<file path="config.mk">
export PLATFORM = sky130hd
export DESIGN_NAME = vfault_supervisor
export DESIGN_NICKNAME = d
export VERILOG_FILES = /design/src/rtl/vfs_pkg.sv /design/src/rtl/vfs_glitch_filter.sv /design/src/rtl/vfs_fault_ctl.sv /design/src/rtl/vfault_supervisor.sv
export SDC_FILE = /design/constraint.sdc
export NUM_CORES = 1
export LEC_CHECK = 0
export CORE_MARGIN = 8
export CORE_UTILIZATION = 51
export CTS_BUF_LIST = sky130_fd_sc_hd__clkbuf_16
export DETAILED_ROUTE_END_ITERATION = 7
export PLACE_DENSITY = 0.85
export SLEW_MARGIN = 20
export SYNTH_ARGS = -nofsm -noshare
export SYNTH_HDL_FRONTEND = slang
export SYNTH_HIERARCHICAL = 1
export SYNTH_SLANG_ARGS = --single-unit
</file>
<file path="constraint.sdc">
create_clock -name clk -period 1.38 [get_ports clk]
set_clock_uncertainty 0.2 [all_clocks]
set_input_delay 0.207 -clock clk [delete_from_list [all_inputs] [get_ports clk]]
set_output_delay 0.207 -clock clk [all_outputs]
set_load 0.02 [all_outputs]
</file>
<file path="src/rtl/vfs_pkg.sv">
package vfs_pkg;

   localparam int unsigned NUM_FLAGS = 4;

   // index of each comparator flag in the packed flag vector
   typedef enum int unsigned {
      FLG_UV75  = 0,
      FLG_LO90  = 1,
      FLG_HI110 = 2,
      FLG_OV120 = 3
   } flag_idx_e;

   // clocks needed to cover a window in ns, rounded up
   function automatic int unsigned window_clocks(int unsigned clk_mhz, int unsigned win_ns);
      return (clk_mhz * win_ns + 999) / 1000;
   endfunction

endpackage

</file>
<file path="src/rtl/vfs_glitch_filter.sv">
module vfs_glitch_filter #(
   parameter int unsigned COUNT = 8
) (
   input  logic clk,
   input  logic rst_n,
   input  logic raw,
   output logic clean
);

   localparam int unsigned CW   = $clog2(COUNT + 1);
   localparam logic [CW-1:0] LAST = CW'(COUNT - 1);

   logic [CW-1:0] run_q;

   always_ff @(posedge clk or negedge rst_n) begin
      if (!rst_n) begin
         clean <= 1'b0;
         run_q <= '0;
      end else if (raw == clean) begin
         run_q <= '0;
      end else if (run_q == LAST) begin
         clean <= raw;
         run_q <= '0;
      end else begin
         run_q <= run_q + 1'b1;
      end
   end

endmodule

</file>
<file path="src/rtl/vfs_fault_ctl.sv">
module vfs_fault_ctl
   import vfs_pkg::*;
(
   input  logic                 clk,
   input  logic                 rst_n,
   input  logic                 en,
   input  logic                 supply_low,
   input  logic                 ot_hot,
   input  logic                 ss_done,
   input  logic [NUM_FLAGS-1:0] filt,
   output logic                 pwr_good,
   output logic                 crowbar_lo,
   output logic                 shutdown,
   output logic                 ss_restart
);

   logic uv_latch_q;
   logic uv_latch_d;
   logic cut_off;
   logic arm;

   always_comb begin
      arm = en & ss_done & ~supply_low & ~ot_hot;
      if (!en || supply_low)
         uv_latch_d = 1'b0;
      else
         uv_latch_d = uv_latch_q | (arm & filt[FLG_UV75]);
      cut_off = uv_latch_d | ot_hot | supply_low | ~en;
   end

   always_ff @(posedge clk or negedge rst_n) begin
      if (!rst_n) begin
         uv_latch_q <= 1'b0;
         shutdown   <= 1'b1;
         pwr_good   <= 1'b0;
         crowbar_lo <= 1'b0;
         ss_restart <= 1'b0;
      end else begin
         uv_latch_q <= uv_latch_d;
         shutdown   <= cut_off;
         pwr_good   <= ss_done & ~cut_off & ~filt[FLG_LO90] & ~filt[FLG_HI110];
         crowbar_lo <= filt[FLG_OV120] & ~supply_low;
         ss_restart <= shutdown & ~cut_off;
      end
   end

endmodule

</file>
<file path="src/rtl/vfault_supervisor.sv">
module vfault_supervisor
   import vfs_pkg::*;
#(
   parameter int unsigned CLK_MHZ = 50,
   parameter int unsigned FILT_NS = 2000
) (
   input  logic clk,
   input  logic rst_n,
   input  logic en,
   input  logic supply_low,
   input  logic ot_hot,
   input  logic ss_done,
   input  logic v_below75,
   input  logic v_below90,
   input  logic v_above110,
   input  logic v_above120,
   output logic pwr_good,
   output logic crowbar_lo,
   output logic shutdown,
   output logic ss_restart
);

   localparam int unsigned FILT_CNT = window_clocks(CLK_MHZ, FILT_NS);

   if (CLK_MHZ < 1) begin : g_bad_clk
      $error("vfault_supervisor: CLK_MHZ must be at least 1");
   end
   if (FILT_CNT < 2) begin : g_bad_filt
      $error("vfault_supervisor: filter window shorter than two clocks");
   end

   logic [NUM_FLAGS-1:0] raw_flags;
   logic [NUM_FLAGS-1:0] filt_flags;

   assign raw_flags[FLG_UV75]  = v_below75;
   assign raw_flags[FLG_LO90]  = v_below90;
   assign raw_flags[FLG_HI110] = v_above110;
   assign raw_flags[FLG_OV120] = v_above120;

   for (genvar g = 0; g < NUM_FLAGS; g++) begin : g_filt
      vfs_glitch_filter #(.COUNT(FILT_CNT)) i_filt (
         .clk   (clk),
         .rst_n (rst_n),
         .raw   (raw_flags[g]),
         .clean (filt_flags[g])
      );
   end

   vfs_fault_ctl i_ctl (
      .clk        (clk),
      .rst_n      (rst_n),
      .en         (en),
      .supply_low (supply_low),
      .ot_hot     (ot_hot),
      .ss_done    (ss_done),
      .filt       (filt_flags),
      .pwr_good   (pwr_good),
      .crowbar_lo (crowbar_lo),
      .shutdown   (shutdown),
      .ss_restart (ss_restart)
   );

endmodule

</file>
## Word-level counts from Yosys, hierarchy flattened

Cells that the tools add are included.

- Word-level logic and storage cells: 63
- Register bits after elaboration: 37
- Output and inout port bits: 4
- Input port bits: 10

- Multiplexer cells: 9
- Add/sub/neg operators: 4
- Bitwise gates (word level): 23
- Equality and inequality tests: 8
- Reduce and logical (&&, ||, !) cells: 6

Operator list:

| cell | number |
|---|---|
| $mux W7 | 8 |
| $add A7 B1 Y7 const B | 4 |
| $eq A7 B7 Y1 const B | 4 |
| $not A1 Y1 | 10 |
| $and A1 B1 Y1 | 9 |
| $reduce_and A2 Y1 | 4 |
| $eq A1 B1 Y1 | 4 |
| $or A1 B1 Y1 | 4 |
| $logic_not A1 Y1 | 1 |
| $logic_or A1 B1 Y1 | 1 |
| $mux W1 | 1 |

## Longest topological paths before layout

Gate-level depths: netlist of the first run.

- Depth in word-level cells: 13
- Mapped depth: 4
- Gate-level depth less buffers: 4

## By module

Netlist of the first run, hierarchy kept.

By module, submodules not included:

| module | instances | area an instance (sq um) | cells each | seq. area each (sq um) |
|---|---|---|---|---|
| vfs_glitch_filter | 4 | 385.4 | 35 | 200.2 |
| vfs_fault_ctl | 1 | 198.9 | 16 | 126.4 |

## Worst setup path before layout of the first run

Ideal clock, no wire load.

- Path kind: reg-to-reg
- Start point: register g_filt[0].i_filt.run_q[0]
- End point: register g_filt[0].i_filt.clean
- Arrival time: 1.202 ns
- Setup time: 0.125 ns
- Cell stages (with the launch flop): 5
- Setup slack: -0.146 ns
- Clock period less this slack: 1.526 ns
- Path buffers: 0
- Data required time: 1.055 ns
- Path through: dfrtp_1 > ha_1 > nand4bb_1 > nor2_1 > mux2_2

- Longest elaborated chain between the ends: 2

RTL lines:

| item | RTL line | text |
|---|---|---|
| from (decl) | vfs_glitch_filter.sv:13 | `logic [CW-1:0] run_q;` |
| from (signal assigned) | vfs_glitch_filter.sv:25 | `run_q <= run_q + 1'b1;` |
| $eq A7 B7 Y1 | vfs_glitch_filter.sv:21 | `end else if (run_q == LAST) begin` |
| $reduce_and A2 Y1 (no source line) | -- |  |
| to (signal assigned) | vfs_glitch_filter.sv:22 | `clean <= raw;` |
| to (decl) | vfs_glitch_filter.sv:7 | `output logic clean` |

Every way passes these cells.
A chain may end at the register's enable or synchronous reset.

## Worst setup path in the final report of the first run

- Start point: register g_filt[1].i_filt.run_q[1]
- End point: register g_filt[1].i_filt.clean

- Longest elaborated chain between the ends: 2

RTL lines:

| item | RTL line |
|---|---|
| from (decl) | vfs_glitch_filter.sv:13 |
| from (signal assigned) | vfs_glitch_filter.sv:25 |
| $eq A7 B7 Y1 | vfs_glitch_filter.sv:21 |
| $reduce_and A2 Y1 (no source line) | -- |
| to (signal assigned) | vfs_glitch_filter.sv:22 |
| to (decl) | vfs_glitch_filter.sv:7 |

Every way passes these cells.

==> PnR_summary.wiki, run 1 <==
{| class="wikitable"
! Metric !! Value
|-
| Status || complete, but fails checks
|-
| Failing checks || negative setup slack
|-
| Quantity of I/O buffers inserted on ports || 13
|-
| Overall Power || around 0.0025 W
|-
| R2r endpoint || g_filt[1].i_filt/clean$_DFFE_PN0P_
|-
| Setup repair after global routing missed its margin || true
|-
| Required @ worst endpoint || 1.34 ns
|-
| Global-route congestion overflow total || 0
|-
| Count of unresolved DRC violations after routing || 0
|-
| Die Footprint || ~5500 um2
|-
| Final Hold Fails || 0
|-
| Gp weighted congestion || 0.915
|-
| Global-route layer with the greatest usage || met2
|-
| Pre-CTS setup slack || -0.216 ns
|-
| Capture point of the critical path || g_filt[1].i_filt/clean$_DFFE_PN0P_
|-
| Global router's overall resource usage || 0.171
|-
| Async S/R FF share, synth || 1.00
|-
| Hold Buf Count CTS || 0
|-
| First-pass GRT wire length || about 6900 um
|-
| Max-slew violations || 0
|-
| Cell at the root of the clock tree || sky130_fd_sc_hd__clkbuf_16
|-
| Layout cell share with drive strength beyond 1 || 0.449
|-
| Number of global-route vias before repair || roughly 1500
|-
| Worst reg2reg path startpoint || g_filt[1].i_filt/run_q[1]$_DFF_PN0_
|-
| Fin crit share || 1.08
|-
| Via-to-Cell Ratio || approximately 5.5
|-
| DR iter-0 viols || roughly 120
|-
| Layout net count || about 230
|-
| Transition time at the pin with the least slew margin || ~0.31 ns
|-
| Critical path endpoint category || flip-flop
|-
| Final Worst Setup Slack || -0.110 ns
|-
| Number of distinct library cells after synthesis || 28
|-
| Maximum fanout along the worst path || 3
|-
| Core Footprint || between 3000 and 4000 um2
|-
| Most common cell in the synthesized netlist || sky130_fd_sc_hd__dfrtp_1
|-
| Final-report setup violation count || 16
|-
| Die W || around 74 um
|-
| Maxcap violations || 0
|-
| CTS Buf Count || 5
|-
| Height of the chip || around 74 um
|-
| Count of inserted antenna diode cells || 0
|-
| Top-level I/O count || 14
|-
| Number of detailed-routing iterations run before antenna repair || 4
|-
| Synth top area share || 0.518
|-
| Cell types with the highest counts after synthesis || sky130_fd_sc_hd__dfrtp_1 (36), sky130_fd_sc_hd__nor2_1 (20), sky130_fd_sc_hd__nand3_1 (12), sky130_fd_sc_hd__xor2_1 (12), sky130_fd_sc_hd__o21ai_0 (8)
|-
| Clock tree from TritonCTS || built
|-
| Crit path from || g_filt[1].i_filt/run_q[1]$_DFF_PN0_
|-
| Leakage power || approximately 1.1 nW
|-
| Met3 global-route usage || 0.0539
|-
| Largest net degree at the start of global routing || 38
|-
| Cell area power density || roughly 950 nW/um2
|-
| Met2 routing resource usage after global routing || 0.304
|-
| Highest clock rate || 671 MHz
|-
| Number of antenna violations at the first check in global routing || 0
|-
| Routed length per instance || about 18 um
|-
| Path type of the worst setup path || reg -> reg
|-
| Number of enable-type register cells in the synthesized netlist || 0
|-
| Class of the most critical hold timing path || in -> async
|-
| Worst-path clk slew || roughly 0.050 ns
|-
| HPWL Detailed || around 2800 um
|-
| Longest Clk Path Bufs || 2
|-
| Met1 demand-to-capacity share in global routing || 0.179
|-
| Row Count || 21
|-
| Setup slack of the most critical reg-to-reg path || -0.11 ns
|-
| Total number of vias || between 1000 and 1500
|-
| TritonCTS Sinks || 37
|-
| Arrival time reported for the critical path endpoint || 1.45 ns
|-
| Number of cells on the worst reg-to-reg path || 4
|-
| Routed Wire Length || ~4700 um
|-
| Element type at the critical path start || flip-flop
|-
| Worst-case vdd ir drop || about 0.74 mV
|-
| Worst max-slew margin expressed relative to the limit || 0.791
|-
| Combined area of all synthesized cells || between 1500 and 2000 um2
|-
| Largest cells by area after synthesis || sky130_fd_sc_hd__dfrtp_1 (52%), sky130_fd_sc_hd__xor2_1 (6.0%), sky130_fd_sc_hd__nor2_1 (4.3%), sky130_fd_sc_hd__nand3_1 (3.5%), sky130_fd_sc_hd__ha_1 (2.9%)
|-
| Syn avg cell area || approximately 11 um2
|-
| Sequential-to-total area share from yosys stat || 0.533
|-
| Flip-flop and latch count after synthesis || 37
|-
| Initial Utilization || 0.526
|-
| Number of nets with antenna violations after routing || 0
|-
| Most used flip-flop cell after synthesis || sky130_fd_sc_hd__dfrtp_1
|-
| Cell count after synthesis || 156
|-
| Synth Warn # || 6
|-
| Cell type with the largest total area after synthesis || sky130_fd_sc_hd__dfrtp_1
|-
| Area Growth Syn to Fin || 52.3%
|-
| Clock Latency Late Sink || 0.28 ns
|-
| Count of H-tree levels built during CTS || 2
|-
| Min cycle time layout || approximately 1.5 ns
|-
| Post-route worst hold slack || approximately 0.096 ns
|-
| Total nets after synthesis || 170
|}
-- layout by cell type, fill, tap and decap left out, drive strengths merged, types with 3 or more instances in the layout --
cell type       n
a21oi           9
a41oi           4
and2            4
buf            40
clkbuf          5
clkdlybuf4s15   3
clkdlybuf4s50   9
dfrtp          36
ha              4
inv             5
mux2            4
nand2           4
nand2b          5
nand3          16
nand4bb         4
nor2           20
nor3            5
o21ai          12
or3             4
xnor2           4
xor2           12
-- worst max-delay path: stages (launching register included) --
cell                        delay (ns)
sky130_fd_sc_hd__dfrtp_1          0.40
sky130_fd_sc_hd__ha_4             0.18
sky130_fd_sc_hd__nand4bb_4        0.16
sky130_fd_sc_hd__nor2_4           0.12
sky130_fd_sc_hd__mux2_4           0.31
-- sequential cells by signal (all words and copies together), names as in the netlist --
register / cells
i_ctl/shutdown: 1
i_ctl/pwr_good: 1
g_filt.i_filt/run_q: 28
i_ctl/uv_latch_q: 1
i_ctl/ss_restart: 1
g_filt.i_filt/clean: 4
i_ctl/crowbar_lo: 1
-- per-layer routing --
layer / vias up / part of all wire
li1: 666 / -
met1: 742 / 0.40
met2: 34 / 0.54
met3: 9 / 0.033
met4: 0 / 0.019
met5: - / 0
-- stage by stage --
step / TNS [ns] / cell area (um2) / cells / utilization
5_1_grt: -1.91 / 2650 / 262 / 0.801
4_1_cts: -1.00 / 2490 / 258 / 0.751
3_5_place_dp: -5.10 / 2220 / 246 / 0.672
2_1_floorplan: -0.363 / 1790 / 156 / -
3_3_place_gp: -3.56 / 2220 / 246 / 0.672
6_report: -0.988 / 2650 / 262 / 0.801
-- how the worst min path moves through the flow --
| stage | startpoint | end | slack, ns | cells past startpoint |
|---|---|---|---|---|
| 2_1_floorplan | rst_n | g_filt[0].i_filt/clean$_DFFE_PN0P_ | -0.29 | 0 |
| 3_3_place_gp | g_filt[1].i_filt/clean$_DFFE_PN0P_ | i_ctl/pwr_good$_DFF_PN0_ | 0.28 | 1 |
| 4_1_cts | rst_n | g_filt[0].i_filt/clean$_DFFE_PN0P_ | 0.10 | 2 |
| 6_report | rst_n | g_filt[0].i_filt/clean$_DFFE_PN0P_ | 0.1 | 2 |
| 5_1_grt | rst_n | g_filt[0].i_filt/run_q[5]$_DFF_PN0_ | 0.11 | 2 |
| 3_5_place_dp | i_ctl/shutdown$_DFF_PN1_ | i_ctl/ss_restart$_DFF_PN0_ | 0.28 | 2 |
-- layout make-up --
type	instances	area, um2
well taps	46	57.6
clock buffers	5	125
clock inverters	3	11.3
repair buffers	52	455
inverters	2	7.51
flip-flops and latches	37	927
multi-input cells	117	1070
fillers	198	659
-- where the power goes --
group | switching [W] | internal (W) | leakage (nW)
logic | 0.000139 | 0.000163 | 0.511
clock network | 0.000405 | 0.000648 | 0.0776
registers | 0.0000326 | 0.00112 | 0.503
-- logic make-up after synthesis --
group	share of synthesized area
multiplexers	0.0259
adder cells (fa/ha/maj)	0.0288
AO/OA/AOI/OAI	0.103
flip-flops	0.533
buffers and inverters	0.00432
XOR/XNOR	0.0805
AND/OR/NAND/NOR	0.225
-- repair_timing --
action                     in CTS  in global routing
gates resized for setup        24                 32
setup buffers                   5                  7
pin swaps                      15                 22
setup endpoints to repair      27                 31
Note: power is estimated with default switching activity, not from simulation.
==> run 2, diff against run 1 <==
CORE_ASPECT_RATIO = 0.7   (was default)
==> run 2 against run 1 <==
  * The flow still finishes with violations (negative setup slack)
  * Setup slack got worse by 0.023 ns
  * Critical path depth did not move
  * Non-clock buffer count fell by 3
  * Sequential share of layout area fell by 0.87 points
  * Global-route usage fell by 0.82 points
  * Critical path type unchanged
  * Largest power group is now the clock network
==> PnR_summary.wiki, run 2 (same netlist as run 1, synthesis figures left out) <==
{| class="wikitable"
! Metric !! Value
|-
| Setup repair after global routing missed its margin || true
|-
| Status || complete, but fails checks
|-
| Count of inserted antenna diode cells || 0
|-
| Critical-path top delay cell || sky130_fd_sc_hd__dfrtp_1
|-
| Sum of routed wire segments on met1 || ~2000 um
|-
| Met3 wirelength from detailed routing || 235 um
|-
| Cell family with most CP delay || flip-flops
|-
| Longest individual stage delay on the worst path || 0.41 ns
|-
| Number of fillers in the final layout || around 150
|-
| Hold Buf Count CTS || 0
|-
| Path type of the worst setup path || reg -> reg
|-
| Cell area power density || between 1000 and 1500 nW/um2
|-
| Worst max-slew margin expressed relative to the limit || 0.795
|-
| HPWL Detailed || ~2800 um
|-
| Transition time at the pin with the least slew margin || approximately 0.31 ns
|-
| Met2 WL post-DR || 2490 um
|-
| Flip-flop count of the largest register, all copies and words added || 28
|-
| Critical path endpoint category || flip-flop
|-
| Worst-path clk slew || approximately 0.060 ns
|-
| Max-slew violations || 0
|-
| Count of H-tree levels built during CTS || 2
|-
| Core Footprint || about 3200 um2
|-
| R2r endpoint || g_filt[1].i_filt/clean$_DFFE_PN0P_
|-
| Arrival time reported for the critical path endpoint || 1.47 ns
|-
| Required @ worst endpoint || between 1 and 1.5 ns
|-
| Die W || between 80 and 90 um
|-
| First-pass GRT wire length || 7150 um
|-
| Row Count || 17
|-
| Area Growth Syn to Fin || 56.2%
|-
| Global router's overall resource usage || 0.163
|-
| Final Hold Fails || 0
|-
| Number of detailed-routing iterations run before antenna repair || 4
|-
| Gp weighted congestion || 0.868
|-
| Design area || between 2000 and 3000 um2
|-
| Final-report setup violation count || 20
|-
| Overall Power || 0.00291 W
|-
| Fin crit share || 1.10
|-
| Highest clock rate || 661 MHz
|-
| Number of antenna violations at the first check in global routing || 0
|-
| Failing checks || negative setup slack
|-
| Element type at the critical path start || flip-flop
|-
| Worst reg2reg path startpoint || g_filt[1].i_filt/run_q[0]$_DFF_PN0_
|-
| Number of global-route vias before repair || approximately 1500
|-
| Global-route congestion overflow total || 0
|-
| Worst-case vdd ir drop || 0.845 mV
|-
| Clock Latency Late Sink || 0.28 ns
|-
| Layout cell share with drive strength beyond 1 || 0.441
|-
| Final Worst Setup Slack || -0.132 ns
|-
| Leakage power || 1.09 nW
|-
| Layout net count || 226
|-
| Maxcap violations || 0
|-
| Via-to-Cell Ratio || between 5 and 6
|-
| Top layer used by detailed routing || met4
|-
| Cell at the root of the clock tree || sky130_fd_sc_hd__clkbuf_16
|-
| Largest net degree at the start of global routing || 38
|-
| Combined buffer and inverter count along the critical path || 0
|-
| Registers with the highest flip-flop counts || g_filt.i_filt/run_q x28, g_filt.i_filt/clean x4
|-
| Sum Neg Setup Slack || -1.37 ns
|-
| Setup slack of the most critical reg-to-reg path || -0.13 ns
|-
| Maximum fanout along the worst path || 3
|-
| DR iter-0 viols || 85
|-
| CTS Buf Count || 5
|-
| Routed length per instance || 18.7 um
|-
| Highest-count cells in the layout ignoring fill and taps || sky130_fd_sc_hd__dfrtp_1 (36), sky130_fd_sc_hd__buf_4 (24), sky130_fd_sc_hd__nor2_1 (14)
|-
| Pre-CTS setup slack || -0.203 ns
|-
| Total placed cells including tap cells || roughly 250
|-
| Crit path from || g_filt[1].i_filt/run_q[0]$_DFF_PN0_
|-
| Number of cells on the worst reg-to-reg path || 4
|-
| Count of unresolved DRC violations after routing || 0
|-
| TritonCTS Sinks || 37
|-
| Routed Wire Length || a little under 5000 um
|-
| Initial Utilization || 0.542
|-
| Quantity of I/O buffers inserted on ports || 13
|-
| Top-level I/O count || 14
|-
| Height of the chip || roughly 65 um
|-
| Ordered cell list for the critical path || ha_4, nand4bb_4, nor2_4, mux2_4
|-
| Die Footprint || about 5600 um2
|-
| Number of cells in the finished layout apart from fillers || between 200 and 300
|-
| Total number of vias || 1503
|-
| Class of the most critical hold timing path || in -> async
|-
| Clock tree from TritonCTS || built
|-
| Min cycle time layout || between 1.5 and 2 ns
|-
| Top reg by flops || g_filt.i_filt/run_q
|-
| Longest Clk Path Bufs || 2
|-
| Cell area after placement || ~2200 um2
|-
| Number of nets with antenna violations after routing || 0
|-
| Leading cell type in the layout, fill and taps excluded || sky130_fd_sc_hd__dfrtp_1
|}
run 2: per-layer routing:
metal,track usage,up-vias
met4,0.0413,0
met2,0.281,51
met5,0,-
li1,-,666
met1,0.192,768
met3,0.0541,18
run 2: where the power goes:
group	switching, W	internal, W
sequential	0.0000357	0.00112
combinational	0.000142	0.000148
clock	0.000436	0.00103
run 2: worst max path at each step:
| stage | cells after the start | endpoint |
|---|---|---|
| floorplan | 4 | g_filt[0].i_filt/clean$_DFFE_PN0P_ |
| global placement | 4 | g_filt[2].i_filt/run_q[6]$_DFF_PN0_ |
| detailed placement | 4 | g_filt[2].i_filt/run_q[0]$_DFF_PN0_ |
| CTS | 4 | g_filt[3].i_filt/clean$_DFFE_PN0P_ |
| global route | 4 | g_filt[0].i_filt/clean$_DFFE_PN0P_ |
| finish | 4 | g_filt[1].i_filt/clean$_DFFE_PN0P_ |
run 2: cell type report:
cell class                 instances  area, um2  area share
sequential                        37        927       0.341
timing repair buffer              49        455       0.168
inverter                           2       7.51     0.00276
clock inverter                     3       65.1      0.0239
tap                               47       58.8      0.0216
multi-input combinational        117       1080       0.397
clock buffer                       5        125      0.0460
run 2: what timing repair did:
action / in CTS / in global routing
setup buffers: 1 / 6
pin swaps: 7 / 18
gates resized for setup: 23 / 38
endpoints found under the setup margin: 29 / 29
run 2: metrics by stage:
step / utilization / hold slack, ns
4_1_cts: 0.779 / 0.111
6_report: 0.847 / 0.0963
2_1_floorplan: - / -0.289
5_1_grt: 0.847 / 0.106
3_3_place_gp: 0.690 / 0.269
3_5_place_dp: 0.690 / 0.281
==> run 3, diff against run 2 <==
ABC_AREA = 1   (was default)
==> run 3 against run 2 <==
  * Critical path type is now reg -> out
  * The flow now finishes without violations
  * Area after synthesis is 3.2% higher
  * Clock power shrank 28%
  * Setup slack improved by 0.16 ns
  * Sequential power is essentially flat
  * Flip-flop and latch count unchanged
  * Final cell count increased by 5.4%
  * Die area is 2.5% higher
  * Critical path depth decreased by 3
  * Utilization down 18 points
  * Synthesized cell count rose by 22%
  * Combinational power down 26%
==> PnR_summary.wiki, run 3 <==
{| class="wikitable"
! Metric !! Value
|-
| Status || finished, final reports clean
|-
| Final-report setup violation count || 0
|-
| Fin crit share || 0.978
|-
| Core Footprint || 3450 um2
|-
| Clock tree from TritonCTS || built
|-
| Element type at the critical path start || flip-flop
|-
| Required @ worst endpoint || about 0.97 ns
|-
| Top reg by flops || g_filt.i_filt/run_q
|-
| Combinational family with the most area after synthesis || simple AND/OR/NAND/NOR gates
|-
| Fraction of the mapped netlist area in adder cells || 0.0279
|-
| Combined buffer and inverter count along the critical path || 1
|-
| Most used flip-flop cell after synthesis || sky130_fd_sc_hd__dfrtp_1
|-
| Die Footprint || between 5000 and 6000 um2
|-
| Initial Utilization || 0.521
|-
| Number of nets with antenna violations after routing || 0
|-
| Xor/xnor share of the synthesized area || 0.0948
|-
| Top-level I/O count || 14
|-
| Setup repair after global routing missed its margin || false
|-
| Count of inserted antenna diode cells || 0
|-
| Layout net count || about 240
|-
| Quantity of I/O buffers inserted on ports || 13
|-
| Max-slew violations || 0
|-
| Critical-path top delay cell || sky130_fd_sc_hd__dfrtp_1
|-
| Synth top area share || 0.502
|-
| Setup slack of the most critical reg-to-reg path || about 0.090 ns
|-
| Worst reg2reg path startpoint || g_filt[2].i_filt/run_q[1]$_DFF_PN0_
|-
| Met3 global-route usage || 0.0635
|-
| Height of the chip || around 66 um
|-
| Met2 routing resource usage after global routing || 0.216
|-
| Class of the most critical hold timing path || in -> async
|-
| DR iter-0 viols || 66
|-
| Combined area of all synthesized cells || 1800 um2
|-
| Cell family with most CP delay || flip-flops
|-
| Share of the synthesized area in compound gates (AO/OA/AOI/OAI) || 0.0557
|-
| Number of global-route vias before repair || approximately 1400
|-
| Routed Wire Length || around 3400 um
|-
| Maximum fanout along the worst path || 1
|-
| Gp weighted congestion || between 0.8 and 0.9
|-
| Number of cells on the worst reg-to-reg path || 6
|-
| Worst-path clk slew || around 0.05 ns
|-
| Cell types with the highest counts after synthesis || sky130_fd_sc_hd__dfrtp_1 (36), sky130_fd_sc_hd__nor2_1 (36), sky130_fd_sc_hd__nand2_1 (22), sky130_fd_sc_hd__inv_1 (18), sky130_fd_sc_hd__nand3_1 (13)
|-
| Total placed cells including tap cells || roughly 260
|-
| Cell count after synthesis || 190
|-
| Global-route congestion overflow total || 0
|-
| Die W || approximately 87 um
|-
| Total number of vias || 1336
|-
| Path type of the worst setup path || reg -> out
|-
| Highest clock rate || roughly 740 MHz
|-
| TritonCTS Sinks || 37
|-
| Count of unresolved DRC violations after routing || 0
|-
| Global-route layer with the greatest usage || met2
|-
| Syn avg cell area || roughly 9.4 um2
|-
| Cell area power density || around 1000 nW/um2
|-
| Met1 demand-to-capacity share in global routing || 0.147
|-
| Registers with the highest flip-flop counts || g_filt.i_filt/run_q x28, g_filt.i_filt/clean x4
|-
| Longest Clk Path Bufs || 2
|-
| Ordered cell list for the critical path || dlygate4sd2_1
|-
| Critical path endpoint category || output port
|-
| HPWL Detailed || between 2000 and 2500 um
|-
| Cell at the root of the clock tree || sky130_fd_sc_hd__clkbuf_16
|-
| Leakage power || roughly 1.1 nW
|-
| Count of H-tree levels built during CTS || 2
|-
| Leading cell type in the layout, fill and taps excluded || sky130_fd_sc_hd__dfrtp_1
|-
| Number of antenna violations at the first check in global routing || 0
|-
| Final Hold Fails || 0
|-
| Global router's overall resource usage || 0.134
|-
| Clock Latency Late Sink || 0.28 ns
|-
| CTS Buf Count || 5
|-
| Cell type with the largest total area after synthesis || sky130_fd_sc_hd__dfrtp_1
|-
| Async S/R FF share, synth || 1.00
|-
| Number of detailed-routing iterations run before antenna repair || 4
|-
| Number of enable-type register cells in the synthesized netlist || 0
|-
| Hold Buf Count CTS || 0
|-
| Largest cells by area after synthesis || sky130_fd_sc_hd__dfrtp_1 (50%), sky130_fd_sc_hd__nor2_1 (7.5%), sky130_fd_sc_hd__nand2_1 (4.6%), sky130_fd_sc_hd__nand3_2 (4.5%), sky130_fd_sc_hd__xor2_1 (3.9%)
|-
| Arrival time reported for the critical path endpoint || around 0.94 ns
|-
| Layout cell share with drive strength beyond 1 || 0.272
|-
| Synth Warn # || 6
|-
| Via-to-Cell Ratio || 4.88
|-
| Row Count || 18
|-
| Worst-case vdd ir drop || roughly 0.9 mV
|-
| Highest-count cells in the layout ignoring fill and taps || sky130_fd_sc_hd__dfrtp_1 (36), sky130_fd_sc_hd__nor2_1 (31), sky130_fd_sc_hd__nand2_1 (22)
|-
| Min cycle time layout || around 1.4 ns
|-
| Overall Power || approximately 0.0024 W
|-
| Number of fillers in the final layout || 259
|-
| Utilization after layout || 0.670
|-
| Largest net degree at the start of global routing || 34
|-
| Mux share of post-synthesis cell area || 0
|-
| Routed length per instance || ~12 um
|-
| Transition time at the pin with the least slew margin || roughly 0.26 ns
|-
| Sequential-to-total area share from yosys stat || 0.516
|-
| Area Growth Syn to Fin || 28.6%
|-
| Longest individual stage delay on the worst path || 0.35 ns
|-
| Number of cells in the finished layout apart from fillers || 274
|-
| R2r endpoint || g_filt[2].i_filt/clean$_DFFE_PN0P_
|-
| Flip-flop count of the largest register, all copies and words added || 28
|-
| First-pass GRT wire length || approximately 6000 um
|-
| Simple logic cell fraction of the synthesized area || 0.257
|-
| Total nets after synthesis || 204
|-
| Maxcap violations || 0
|-
| Flip-flop and latch count after synthesis || 37
|-
| Worst max-slew margin expressed relative to the limit || 0.829
|-
| Number of distinct library cells after synthesis || 20
|}
[run 3: cell types whose count changed after synthesis, moves of 8 or more]
cell and delta:
sky130_fd_sc_hd__inv_1 +16, sky130_fd_sc_hd__nand2_1 +18, sky130_fd_sc_hd__nor2_1 +16, sky130_fd_sc_hd__o21ai_0 -8
sky130_fd_sc_hd__o21ai_1 +8
[run 3: power by group]
group / total, W / switching [W] / internal [W]
sequential: 0.00115 / 0.0000279 / 0.00112
combinational: 0.000214 / 0.000105 / 0.000109
clock: 0.00106 / 0.000411 / 0.000651
total: 0.00242 / 0.000544 / 0.00188
[run 3: stage by stage]
step	setup slack, ns	cell area, um2	hold slack [ns]	setup TNS, ns
2_1_floorplan	0.0871	1800	-0.289	0
3_3_place_gp	-0.127	2080	0.261	-1.01
3_5_place_dp	-0.133	2080	0.265	-1.50
4_1_cts	0.00343	2220	0.123	0
5_1_grt	0.00408	2310	0.134	0
6_report	0.0298	2310	0.111	0
[run 3: timing repair]
| action | in CTS | in global routing |
|---|---|---|
| pin swaps | 0 | 1 |
| gates resized for setup | 11 | 19 |
| buffers inserted | 0 | 4 |
| endpoints found under the setup margin | 8 | 27 |
| endpoints found under the hold margin | 0 | 0 |
[run 3: worst max path at each step]
stage                                        start                             endpoint  slack, ns  cells past startpoint
2_1_floorplan  g_filt[0].i_filt/run_q[0]$_DFF_PN0_  g_filt[0].i_filt/run_q[5]$_DFF_PN0_       0.09                      6
3_3_place_gp              i_ctl/shutdown$_DFF_PN1_                             shutdown      -0.13                      1
3_5_place_dp              i_ctl/shutdown$_DFF_PN1_                             shutdown      -0.13                      1
4_1_cts        g_filt[1].i_filt/run_q[1]$_DFF_PN0_  g_filt[1].i_filt/run_q[3]$_DFF_PN0_      0.003                      6
5_1_grt                 i_ctl/crowbar_lo$_DFF_PN0_                           crowbar_lo      0.004                      1
6_report                i_ctl/crowbar_lo$_DFF_PN0_                           crowbar_lo       0.03                      1
[run 3: kinds of logic after synthesis]
group           after synthesis
simple gates                 93
flops                        37
buf+inv                      23
compound gates               17
xor+xnor                     16
fa+ha+maj                     4
[run 3: layout make-up]
cell class,count,area [um2],area share
clock inverters,2,11.3,0.00488
clock buffers,5,125,0.0542
inverters,23,86.3,0.0374
multi-input cells,130,855,0.370
well taps,50,62.6,0.0271
repair buffers,27,243,0.105
flip-flops and latches,37,927,0.401
[run 3: routing by layer]
metal  vias to the layer above  wire (um)
li1                        660          -
met1                       648       1450
met2                        23       1730
met3                         5        173
met4                         0         62
met5                         -          0
